`config.mk`:
```
export PLATFORM = sky130hd
export DESIGN_NAME = macUnit
export DESIGN_NICKNAME = d
export VERILOG_FILES = /design/src/rtl/macPkg.sv /design/src/rtl/macCtrl.sv /design/src/rtl/macDatapath.sv /design/src/rtl/macUnit.sv
export SDC_FILE = /design/constraint.sdc
export NUM_CORES = 2
export LEC_CHECK = 0
export BUFFER_PORTS_ARGS = -buffer_cell sky130_fd_sc_hd__buf_4
export CORE_MARGIN = 2
export CORE_UTILIZATION = 25
export DETAILED_ROUTE_END_ITERATION = 8
export GPL_ROUTABILITY_DRIVEN = 0
export PLACE_DENSITY = 0.46
export SYNTH_ARGS = -nofsm -noshare
export SYNTH_HDL_FRONTEND = slang
export SYNTH_SLANG_ARGS = --single-unit
```
`constraint.sdc`:
```
create_clock -name clk -period 35.8 [get_ports clk]
set_input_delay 7.16 -clock clk [delete_from_list [all_inputs] [get_ports clk]]
set_output_delay 7.16 -clock clk [all_outputs]
set_load 0.02 [all_outputs]
```
`src/rtl/macPkg.sv`:
```
package macPkg;
  typedef enum logic [2:0] {
    OP_IDLE  = 3'd0,
    OP_LOAD  = 3'd1,
    OP_ADD   = 3'd2,
    OP_SUB   = 3'd3,
    OP_SHIFT = 3'd4,
    OP_CLR   = 3'd5,
    OP_STORE = 3'd6,
    OP_RSVD  = 3'd7
  } opT;

  typedef enum logic [2:0] {
    SRC_PROD, SRC_ADD, SRC_SUB, SRC_SHIFT, SRC_ZERO, SRC_HOLD
  } srcT;

  typedef struct packed {
    logic writeAcc;
    logic wbEn;
    logic clrFlag;
    srcT  src;
  } ctrlT;
endpackage

```
`src/rtl/macCtrl.sv`:
```
module macCtrl
  import macPkg::*;
(
  input  logic [2:0] op,
  output ctrlT       ctl
);
  always_comb begin
    ctl = '{writeAcc: 1'b0, wbEn: 1'b0, clrFlag: 1'b0, src: SRC_HOLD};
    unique case (opT'(op))
      OP_LOAD:  ctl = '{writeAcc: 1'b1, wbEn: 1'b1, clrFlag: 1'b0, src: SRC_PROD};
      OP_ADD:   ctl = '{writeAcc: 1'b1, wbEn: 1'b1, clrFlag: 1'b0, src: SRC_ADD};
      OP_SUB:   ctl = '{writeAcc: 1'b1, wbEn: 1'b1, clrFlag: 1'b0, src: SRC_SUB};
      OP_SHIFT: ctl = '{writeAcc: 1'b1, wbEn: 1'b1, clrFlag: 1'b0, src: SRC_SHIFT};
      OP_CLR:   ctl = '{writeAcc: 1'b1, wbEn: 1'b1, clrFlag: 1'b1, src: SRC_ZERO};
      OP_STORE: ctl = '{writeAcc: 1'b0, wbEn: 1'b1, clrFlag: 1'b0, src: SRC_HOLD};
      default:  ctl = '{writeAcc: 1'b0, wbEn: 1'b0, clrFlag: 1'b0, src: SRC_HOLD};
    endcase
  end
endmodule

```
`src/rtl/macDatapath.sv`:
```
module macDatapath
  import macPkg::*;
#(
  parameter int DATA_W    = 16,
  parameter int ACC_W     = 40,
  parameter int SHIFT_MAX = 16,
  parameter int SH_W      = $clog2(SHIFT_MAX) + 2
) (
  input  logic                     clk,
  input  logic                     rstN,
  input  ctrlT                     ctl,
  input  logic                     accSel,
  input  logic                     fracMode,
  input  logic                     satEn,
  input  logic                     satSuper,
  input  logic [DATA_W-1:0]        opA,
  input  logic [DATA_W-1:0]        opB,
  input  logic signed [SH_W-1:0]   shiftAmt,
  output logic [ACC_W-1:0]         accOut0,
  output logic [ACC_W-1:0]         accOut1,
  output logic [DATA_W-1:0]        wbData,
  output logic [1:0]               ovfGuard,
  output logic [1:0]               ovfFull
);
  localparam int NUM_ACC   = 2;
  localparam int PROD_W    = 2 * (DATA_W + 1);
  localparam int WIDE_W    = ACC_W + SHIFT_MAX + 2;
  localparam int FRAC_BITS = 2 * DATA_W - 1;
  localparam int RND_W     = ACC_W - DATA_W + 1;
  localparam logic signed [WIDE_W-1:0] ONE     = 1;
  localparam logic signed [WIDE_W-1:0] MAX_ACC = (ONE <<< (ACC_W - 1)) - ONE;
  localparam logic signed [WIDE_W-1:0] MIN_ACC = -(ONE <<< (ACC_W - 1));
  localparam logic signed [WIDE_W-1:0] MAX_FR  = (ONE <<< FRAC_BITS) - ONE;
  localparam logic signed [WIDE_W-1:0] MIN_FR  = -(ONE <<< FRAC_BITS);
  localparam logic signed [RND_W-1:0]  RONE    = 1;
  localparam logic signed [RND_W-1:0]  MAX_WB  = (RONE <<< (DATA_W - 1)) - RONE;
  localparam logic signed [RND_W-1:0]  MIN_WB  = -(RONE <<< (DATA_W - 1));
  localparam logic [DATA_W-1:0]        HALF    = 1 << (DATA_W - 1);

  logic signed [ACC_W-1:0] accQ [NUM_ACC];
  logic [NUM_ACC-1:0]      fullQ;
  logic [DATA_W-1:0]       wbQ;

  // multiplier: 17x17 signed, optional fractional doubling
  logic signed [DATA_W:0]   aExt, bExt;
  logic signed [PROD_W-1:0] prod;
  logic signed [WIDE_W-1:0] prodSx, prodW;
  assign aExt   = {opA[DATA_W-1], opA};
  assign bExt   = {opB[DATA_W-1], opB};
  assign prod   = aExt * bExt;
  assign prodSx = WIDE_W'(prod);
  assign prodW  = fracMode ? (prodSx <<< 1) : prodSx;

  // barrel shifter on the selected accumulator
  logic signed [ACC_W-1:0]  curAcc;
  logic signed [WIDE_W-1:0] curW, shifted;
  logic [SH_W-1:0]          shMagRaw, shMag;
  logic                     shLeft;
  assign curAcc   = accQ[accSel];
  assign curW     = WIDE_W'(curAcc);
  assign shLeft   = !shiftAmt[SH_W-1];
  assign shMagRaw = shLeft ? shiftAmt : -shiftAmt;
  assign shMag    = (shMagRaw > SH_W'(SHIFT_MAX)) ? SH_W'(SHIFT_MAX) : shMagRaw;
  assign shifted  = shLeft ? (curW <<< shMag) : (curW >>> shMag);

  // update value, overflow detection, saturation
  logic signed [WIDE_W-1:0] wide, hiLim, loLim, clamped;
  logic signed [ACC_W-1:0]  newAcc;
  logic                     ovfWide;
  always_comb begin
    unique case (ctl.src)
      SRC_PROD:  wide = prodW;
      SRC_ADD:   wide = curW + prodW;
      SRC_SUB:   wide = curW - prodW;
      SRC_SHIFT: wide = shifted;
      SRC_ZERO:  wide = '0;
      default:   wide = curW;
    endcase
  end
  assign ovfWide = (wide > MAX_ACC) || (wide < MIN_ACC);
  assign hiLim   = satSuper ? MAX_FR : MAX_ACC;
  assign loLim   = satSuper ? MIN_FR : MIN_ACC;
  assign clamped = (wide > hiLim) ? hiLim : ((wide < loLim) ? loLim : wide);
  assign newAcc  = satEn ? clamped[ACC_W-1:0] : wide[ACC_W-1:0];

  // convergent rounding of bits 31:16 with 16-bit saturation
  logic signed [ACC_W-1:0] rndSrc;
  logic signed [RND_W-1:0] hiPart, rounded;
  logic [DATA_W-1:0]       loPart;
  logic                    rndUp;
  assign rndSrc  = ctl.writeAcc ? newAcc : curAcc;
  assign hiPart  = RND_W'(rndSrc >>> DATA_W);
  assign loPart  = rndSrc[DATA_W-1:0];
  assign rndUp   = (loPart > HALF) || ((loPart == HALF) && hiPart[0]);
  assign rounded = hiPart + signed'({{(RND_W-1){1'b0}}, rndUp});

  always_ff @(posedge clk) begin
    if (!rstN) begin
      wbQ <= '0;
    end else if (ctl.wbEn) begin
      if (rounded > MAX_WB)      wbQ <= MAX_WB[DATA_W-1:0];
      else if (rounded < MIN_WB) wbQ <= MIN_WB[DATA_W-1:0];
      else                       wbQ <= rounded[DATA_W-1:0];
    end
  end

  for (genvar g = 0; g < NUM_ACC; g++) begin : gAcc
    always_ff @(posedge clk) begin
      if (!rstN) begin
        accQ[g]  <= '0;
        fullQ[g] <= 1'b0;
      end else if (ctl.writeAcc && (accSel == 1'(g))) begin
        accQ[g]  <= newAcc;
        fullQ[g] <= ctl.clrFlag ? 1'b0 : (fullQ[g] | ovfWide);
      end
    end
    assign ovfGuard[g] = !((&accQ[g][ACC_W-1:FRAC_BITS]) || !(|accQ[g][ACC_W-1:FRAC_BITS]));
  end

  assign accOut0 = accQ[0];
  assign accOut1 = accQ[1];
  assign ovfFull = fullQ;
  assign wbData  = wbQ;
endmodule

```
`src/rtl/macUnit.sv`:
```
module macUnit
  import macPkg::*;
#(
  parameter int DATA_W    = 16,
  parameter int ACC_W     = 40,
  parameter int SHIFT_MAX = 16,
  parameter int SH_W      = $clog2(SHIFT_MAX) + 2
) (
  input  logic                   clk,
  input  logic                   rstN,
  input  logic [2:0]             op,
  input  logic                   accSel,
  input  logic                   fracMode,
  input  logic                   satEn,
  input  logic                   satSuper,
  input  logic [DATA_W-1:0]      opA,
  input  logic [DATA_W-1:0]      opB,
  input  logic signed [SH_W-1:0] shiftAmt,
  output logic [ACC_W-1:0]       accOut0,
  output logic [ACC_W-1:0]       accOut1,
  output logic [DATA_W-1:0]      wbData,
  output logic [1:0]             ovfGuard,
  output logic [1:0]             ovfFull
);
  ctrlT ctl;

  macCtrl ctrl_i (.op(op), .ctl(ctl));

  macDatapath #(
    .DATA_W(DATA_W), .ACC_W(ACC_W), .SHIFT_MAX(SHIFT_MAX), .SH_W(SH_W)
  ) dp_i (
    .clk(clk), .rstN(rstN), .ctl(ctl), .accSel(accSel),
    .fracMode(fracMode), .satEn(satEn), .satSuper(satSuper),
    .opA(opA), .opB(opB), .shiftAmt(shiftAmt),
    .accOut0(accOut0), .accOut1(accOut1), .wbData(wbData),
    .ovfGuard(ovfGuard), .ovfFull(ovfFull)
  );
endmodule

```
### Word-level counts from Yosys, hierarchy flattened

Memory sizes are Yosys's and may differ from the RTL's.
Cells that the tools add are included.

* equality and inequality tests: 11
* add/sub/neg operators: 4
* multiplexer cells: 25
* bitwise operators: 5
* $lt $le $gt $ge: 8
* shifts and indexed selects: 2
* reductions and logical operators: 16
* $mul: 1

Operator list (count)
* one-hot mux 58 bit (5 select lines): 1
* 2-to-1 mux 40 bit: 6
* 2-to-1 mux 39 bit: 2
* greater-than comparator 58 x 40 -> 1 bit: 1
* greater-than comparator 58 x 40 -> 1 bit (second input constant): 1
* less-than comparator 58 x 40 -> 1 bit: 1
* less-than comparator 58 x 40 -> 1 bit (second input constant): 1
* 2-to-1 mux 58 bit: 1
* <<< shifter 40 x 6 -> 58 bit: 1
* >>> shifter 40 x 6 -> 58 bit: 1
* adder 40 x 33 -> 41 bit: 1
* subtractor 40 x 33 -> 41 bit: 1
* one-hot mux 6 bit (6 select lines): 1
* multiplier 16 x 16 -> 32 bit: 1
* 2-to-1 mux 16 bit: 2
* 2-to-1 mux 32 bit: 1
* adder 24 x 2 -> 25 bit: 1
* greater-than comparator 25 x 16 -> 1 bit (second input constant): 1
* less-than comparator 25 x 16 -> 1 bit (second input constant): 1
* AND reduction 9 bit: 2
* OR reduction 9 bit: 2
* == test 16 bit (second input constant): 1
* greater-than comparator 16 bit (second input constant): 1
* == test 3 x 2 -> 1 bit (second input constant): 4
* 12 further kinds: 36

* memories kept: 1
* bits of input ports: 47
* flip-flop bits (word level): 18
* memory bits (writable): 80
* output and inout bits: 100
* word-level logic and storage cells: 76

Memories
* dp_i.accQ: words 2, width 40, read ports 3, clocked after memory_dff 0, write ports 2, line macDatapath.sv:40 `logic signed [ACC_W-1:0] accQ [NUM_ACC];`

### Logic depth before layout (Yosys ltp)

* depth in word-level cells: 19
* gate-level depth with buffers: 65
* gate-level depth less buffers: 61

### By module

Synthesis repeated with hierarchy kept, for this count alone.

* cells, all modules: 3962
* area, all modules: 30331.6 sq um

Modules (own cells, without submodules)
* macDatapath: area each 30254.0 sq um, cells each 3949, instances 1, seq. area each 2762.6 sq um
* macCtrl: area each 77.6 sq um, cells each 13, instances 1, seq. area each 0.0 sq um

### Worst setup path before layout

No wires, ideal clock.

* path type: input -> register
* start: input opA[15]
* end: register dp_i.wbQ[13], in the netlist dp_i.wbData[13]
* slack: 14948 ps
* arrival: 20722 ps
* library setup time: 130 ps
* cell stages on the path: 57
* required time: 35670 ps
* buffers on the path: 6
* path through: clkbuf_1 and2_1 fa_1 inv_1 fa_1 inv_1 fa_1 fa_1 fa_1 inv_1 fa_1 inv_1 ha_1 clkbuf_1 nand2_1 o21ai_0 a21oi_1 o21ai_0 (+21 left out) or4_1 buf_2 o21ai_0 clkbuf_1 o21a_1 a21oi_1 a221o_1 o311ai_0 o31ai_1 ha_1 ha_1 o2111ai_1 and4bb_1 a31o_2 a41o_4 buf_6 a32oi_1 o21ai_0

* word-level cells in the longest chain between the ends: 16
* elaborated cells between the ends (all ways): 20
* those cells by class: add/sub (3); mul (1); order compare (5); eq/ne (1); mux (8); reduce/logical (2)

RTL lines
* from (decl): line macUnit.sv:16 `input logic [DATA_W-1:0] opA,`
* multiplier 16 x 16 -> 32 bit (*): line macDatapath.sv:50 `assign prod = aExt * bExt;`
* 2-to-1 mux 32 bit: line macDatapath.sv:52 `assign prodW = fracMode ? (prodSx <<< 1) : prodSx;`
* subtractor 40 x 33 -> 41 bit / adder 40 x 33 -> 41 bit (equally long branches): line macDatapath.sv:74, macDatapath.sv:73
* one-hot mux 58 bit (5 select lines) (*): line macDatapath.sv:71 `unique case (ctl.src)`
* less-than comparator 58 x 40 -> 1 bit: line macDatapath.sv:83 `assign clamped = (wide > hiLim) ? hiLim : ((wide < loLim) ? loLim : wide);`
* 2-to-1 mux 40 bit (2 in series): line macDatapath.sv:83
* 2-to-1 mux 40 bit (*): line macDatapath.sv:84 `assign newAcc = satEn ? clamped[ACC_W-1:0] : wide[ACC_W-1:0];`
* 2-to-1 mux 40 bit (*): line macDatapath.sv:91 `assign rndSrc = ctl.writeAcc ? newAcc : curAcc;`
* branches (longest 3 deep; another with greater-than comparator 16 bit)
* adder 24 x 2 -> 25 bit (*): line macDatapath.sv:95 `assign rounded = hiPart + signed'({{(RND_W-1){1'b0}}, rndUp});`
* less-than comparator 25 x 16 -> 1 bit: line macDatapath.sv:102 `else if (rounded < MIN_WB) wbQ <= MIN_WB[DATA_W-1:0];`
* 2-to-1 mux 16 bit: line macDatapath.sv:102
* 2-to-1 mux 16 bit (*): line macDatapath.sv:101 `if (rounded > MAX_WB) wbQ <= MAX_WB[DATA_W-1:0];`
* to (signal assigned): line macDatapath.sv:101
* to (signal assigned): line macDatapath.sv:102
* to (signal assigned): line macDatapath.sv:103 `else wbQ <= rounded[DATA_W-1:0];`
* to (decl): line macDatapath.sv:42 `logic [DATA_W-1:0] wbQ;`

Mark *: on every way between the ends.
A chain may end at the register's enable or synchronous reset.

### Worst setup path in the final report

* start: input opA[2]
* end: register dp_i.wbQ[9], in the netlist dp_i.wbData[9]

The elaborated chain is that of the path after synthesis.

==> summary.md <==
| Metric | Value |
|---|---|
| Crit Path Max Fanout | 16 |
| Total negative slack | 0 ns |
| Min Clock Period, post-route | 22.84 ns |
| Worst endpoint data arrival time | 23.05 ns |
| Port buffer count | 146 |
| Cell area after synthesis | 29,900 sq um |
| Clk sinks | 98 |
| Iter 0 DRT Violations | 4,169 |
| Final Skew | about 0.0063 ns |
| Largest net degree at the start of global routing | a little over 70 |
| Antenna Cells | 0 |
| Final hold violation count | 0 |
| Chip Height | roughly 350 um |
| Count of cell types in the netlist | ~110 |
| Router iterations before antenna repair | 8 |
| Global routing's busiest layer | met2 |
| Tot GR Track Use | 0.2330 |
| CP max stage delay | 0.89 ns |
| Post-synthesis net count | 4,463 |
| Ys flop type | edfxtp_1 |
| Actual slew at the worst max-slew pin | 1.348 ns |
| Unrepaired setup endpoints after global routing | no |
| Status | completed |
| Hold Buf Count CTS | 0 |
| Final wirelength | 146.2 mm |
| Total vias in the final route | roughly 32k |
| Worst EP required | 36.01 ns |
| Period utilisation layout | 0.6379 |
| GRT Residual Overflow | 0 |
| Initial antenna violation count | 1 |
| Startpoint Class | input port |
| CTS tree | done |
| Met3 GRT Util | 0.05539 |
| Met2 Resource Use GR | 0.3511 |
| Slew margin rel. | 0.09569 |
| Global-route wire length before repair | 216.1 mm |
| Die W | about 350 um |
| CP Capture Type | flip-flop |
| Via/cell ratio | 5.823 |
| Initial Util | 0.2525 |
| Fraction of synthesis flops using an asynchronous set or reset pin | 0 |
| #FFs+latches synth | 98 |
| Die area | 122,400 sq um |
| Yosys top cell area share | 0.1768 |
| Slowest-stage cell, CP | o41ai_1 |
| IO Pins | 147 |
| Hold WS | 0.4839 ns |
| Final setup viols | 0 |
| CTS Buf Count | 9 |
| Gate Count Post-Synth | 3,971 |
| Setup CP Type | input port to flip-flop |
| Final nets | 4,468 |
| HPWL Detailed | 113.3 mm |
| Reg clk slew, reported paths | 0.06 ns |
| Layout cell share with drive strength beyond 1 | 0.09169 |
| Met1 global-route usage | 0.3137 |
| Placement Rows | 126 |
| Detail Route Antenna Nets | 0 |
| Hold Crit Class | flip-flop to flip-flop |
| Fmax | 0.04379 GHz |
| Ranking of synthesized cells by area | fa_1 18%, edfxtp_1 8.0%, ha_1 7.6%, inv_1 5.5%, a21oi_1 4.9% |
| H-Tree Depth | 3 |
| Area leader, netlist | fa_1 |
| Avg WL per Cell | 26.20 um |
| Skew-Pair Late Insertion Delay | roughly 0.36 ns |
| Clock Root Buffer | clkbuf_16 |
| # fillers | about 13k |
| Max-cap violations | 0 |
| Clock Tree Buf Depth | 2 |
| Layout area overhead | 10.29% |
| Final slew viol count | 0 |
| Post-CTS Resized | 0 |
| Core area | 118,400 sq um |
| Postcts setup bufs | 0 |
| Post-synth EDFFs | 80 |
| Register area share after synthesis | 0.09240 |
| DR DRC count | 0 |
| Syn avg cell area | 7.529 sq um |
| Vias in the first global route | roughly 32k |
| Ys Warns | 0 |
[metal layers]
layer,vias to the layer above,routed length (um)
met2,2053,62090
met5,-,14
li1,14160,-
met1,15820,60480
met3,463,15740
met4,2,7890
[worst paths after layout]
path,start,to,slack (ns),depth (start not counted)
setup / recovery,opA[2],dp_i.wbData[9],12.96,52
hold / removal,dp_i.wbData[10],dp_i.wbData[10],0.48,2
setup reg to reg,dp_i.accQ[1][6],dp_i.wbData[9],24.09,35
hold reg to reg,dp_i.wbData[10],dp_i.wbData[10],0.48,2
[synthesized netlist by cell type (all sizes together), types with 29 or more instances]
master     n
a211oi   117
a21o      34
a21oi    296
a31oi     59
a32oi     29
and2     136
buf      101
clkbuf   157
edfxtp    80
fa       264
ha       181
inv      441
mux2i    120
nand2    368
nand2b    29
nand3     86
nand4     35
nor2     363
nor2b     34
nor3      92
o2111ai   29
o211ai    48
o21a      30
o21ai    218
o22ai     52
o31ai     44
xnor2     73
[logic make-up (layout without fill, tap and decap cells)]
kind of cell,Yosys count,after routing,share of synthesized area
simple gates,1261,1261,0.1994
compound gates,1209,1209,0.2735
buf+inv,712,722,0.09931
fa+ha+maj,445,445,0.2525
mux,154,154,0.05591
flops,98,98,0.09240
xor+xnor,92,92,0.02695
[flip-flops by register name, indices dropped and copies added (netlist names)]
| signal | flops |
|---|---|
| dp_i.wbData | 16 |
| dp_i.accQ | 80 |
| dp_i.ovfFull | 2 |
[final cells by class]
cell class	count	area, sq um	share of cell area
Tap cell	1600	2002	0.06071
Multi-Input combinational cell	3161	24290	0.7367
Inverter	454	1704	0.05168
Clock inverter	5	86.33	0.002618
Clock buffer	11	232.7	0.007058
Sequential cell	98	2763	0.08379
Timing Repair Buffer	252	1896	0.05749
[worst max-delay path: cells and delay by family]
family | cells | cell delay, ns
simple gates | 11 | 3.55
xor+xnor | 1 | 0.32
fa+ha+maj | 11 | 4.37
buf+inv | 8 | 0.73
compound gates | 21 | 6.88
[through the flow]
step	instances	util	cell area (sq um)	worst slack (ns)
3_5_place_dp	5565	0.2758	32650	12.63
6_report	5581	0.2785	32970	12.96
5_1_grt	5581	0.2785	32970	12.06
3_3_place_gp	5564	0.2757	32640	12.85
4_1_cts	5581	0.2785	32970	12.97
2_1_floorplan	3971	-	29900	14.95
[layout by cell type, fill, tap and decap left out, types with 30 or more instances in the layout]
| cell type | instances |
|---|---|
| a21o_1 | 33 |
| o31ai_1 | 42 |
| mux2i_1 | 116 |
| buf_4 | 251 |
| a31oi_1 | 59 |
| edfxtp_1 | 80 |
| nor3_1 | 88 |
| o21ai_0 | 198 |
| o21a_1 | 30 |
| o22ai_1 | 50 |
| nand3_1 | 85 |
| and2_1 | 136 |
| nand4_1 | 35 |
| nor2_1 | 363 |
| a211oi_1 | 111 |
| a21oi_1 | 293 |
| inv_1 | 439 |
| ha_1 | 181 |
| o211ai_1 | 47 |
| nor2b_1 | 34 |
| fa_1 | 264 |
| xnor2_1 | 71 |
| nand2_1 | 368 |
Power is not shown: default switching activity piles up to over one toggle a cycle in this logic, so the estimate is an artifact.
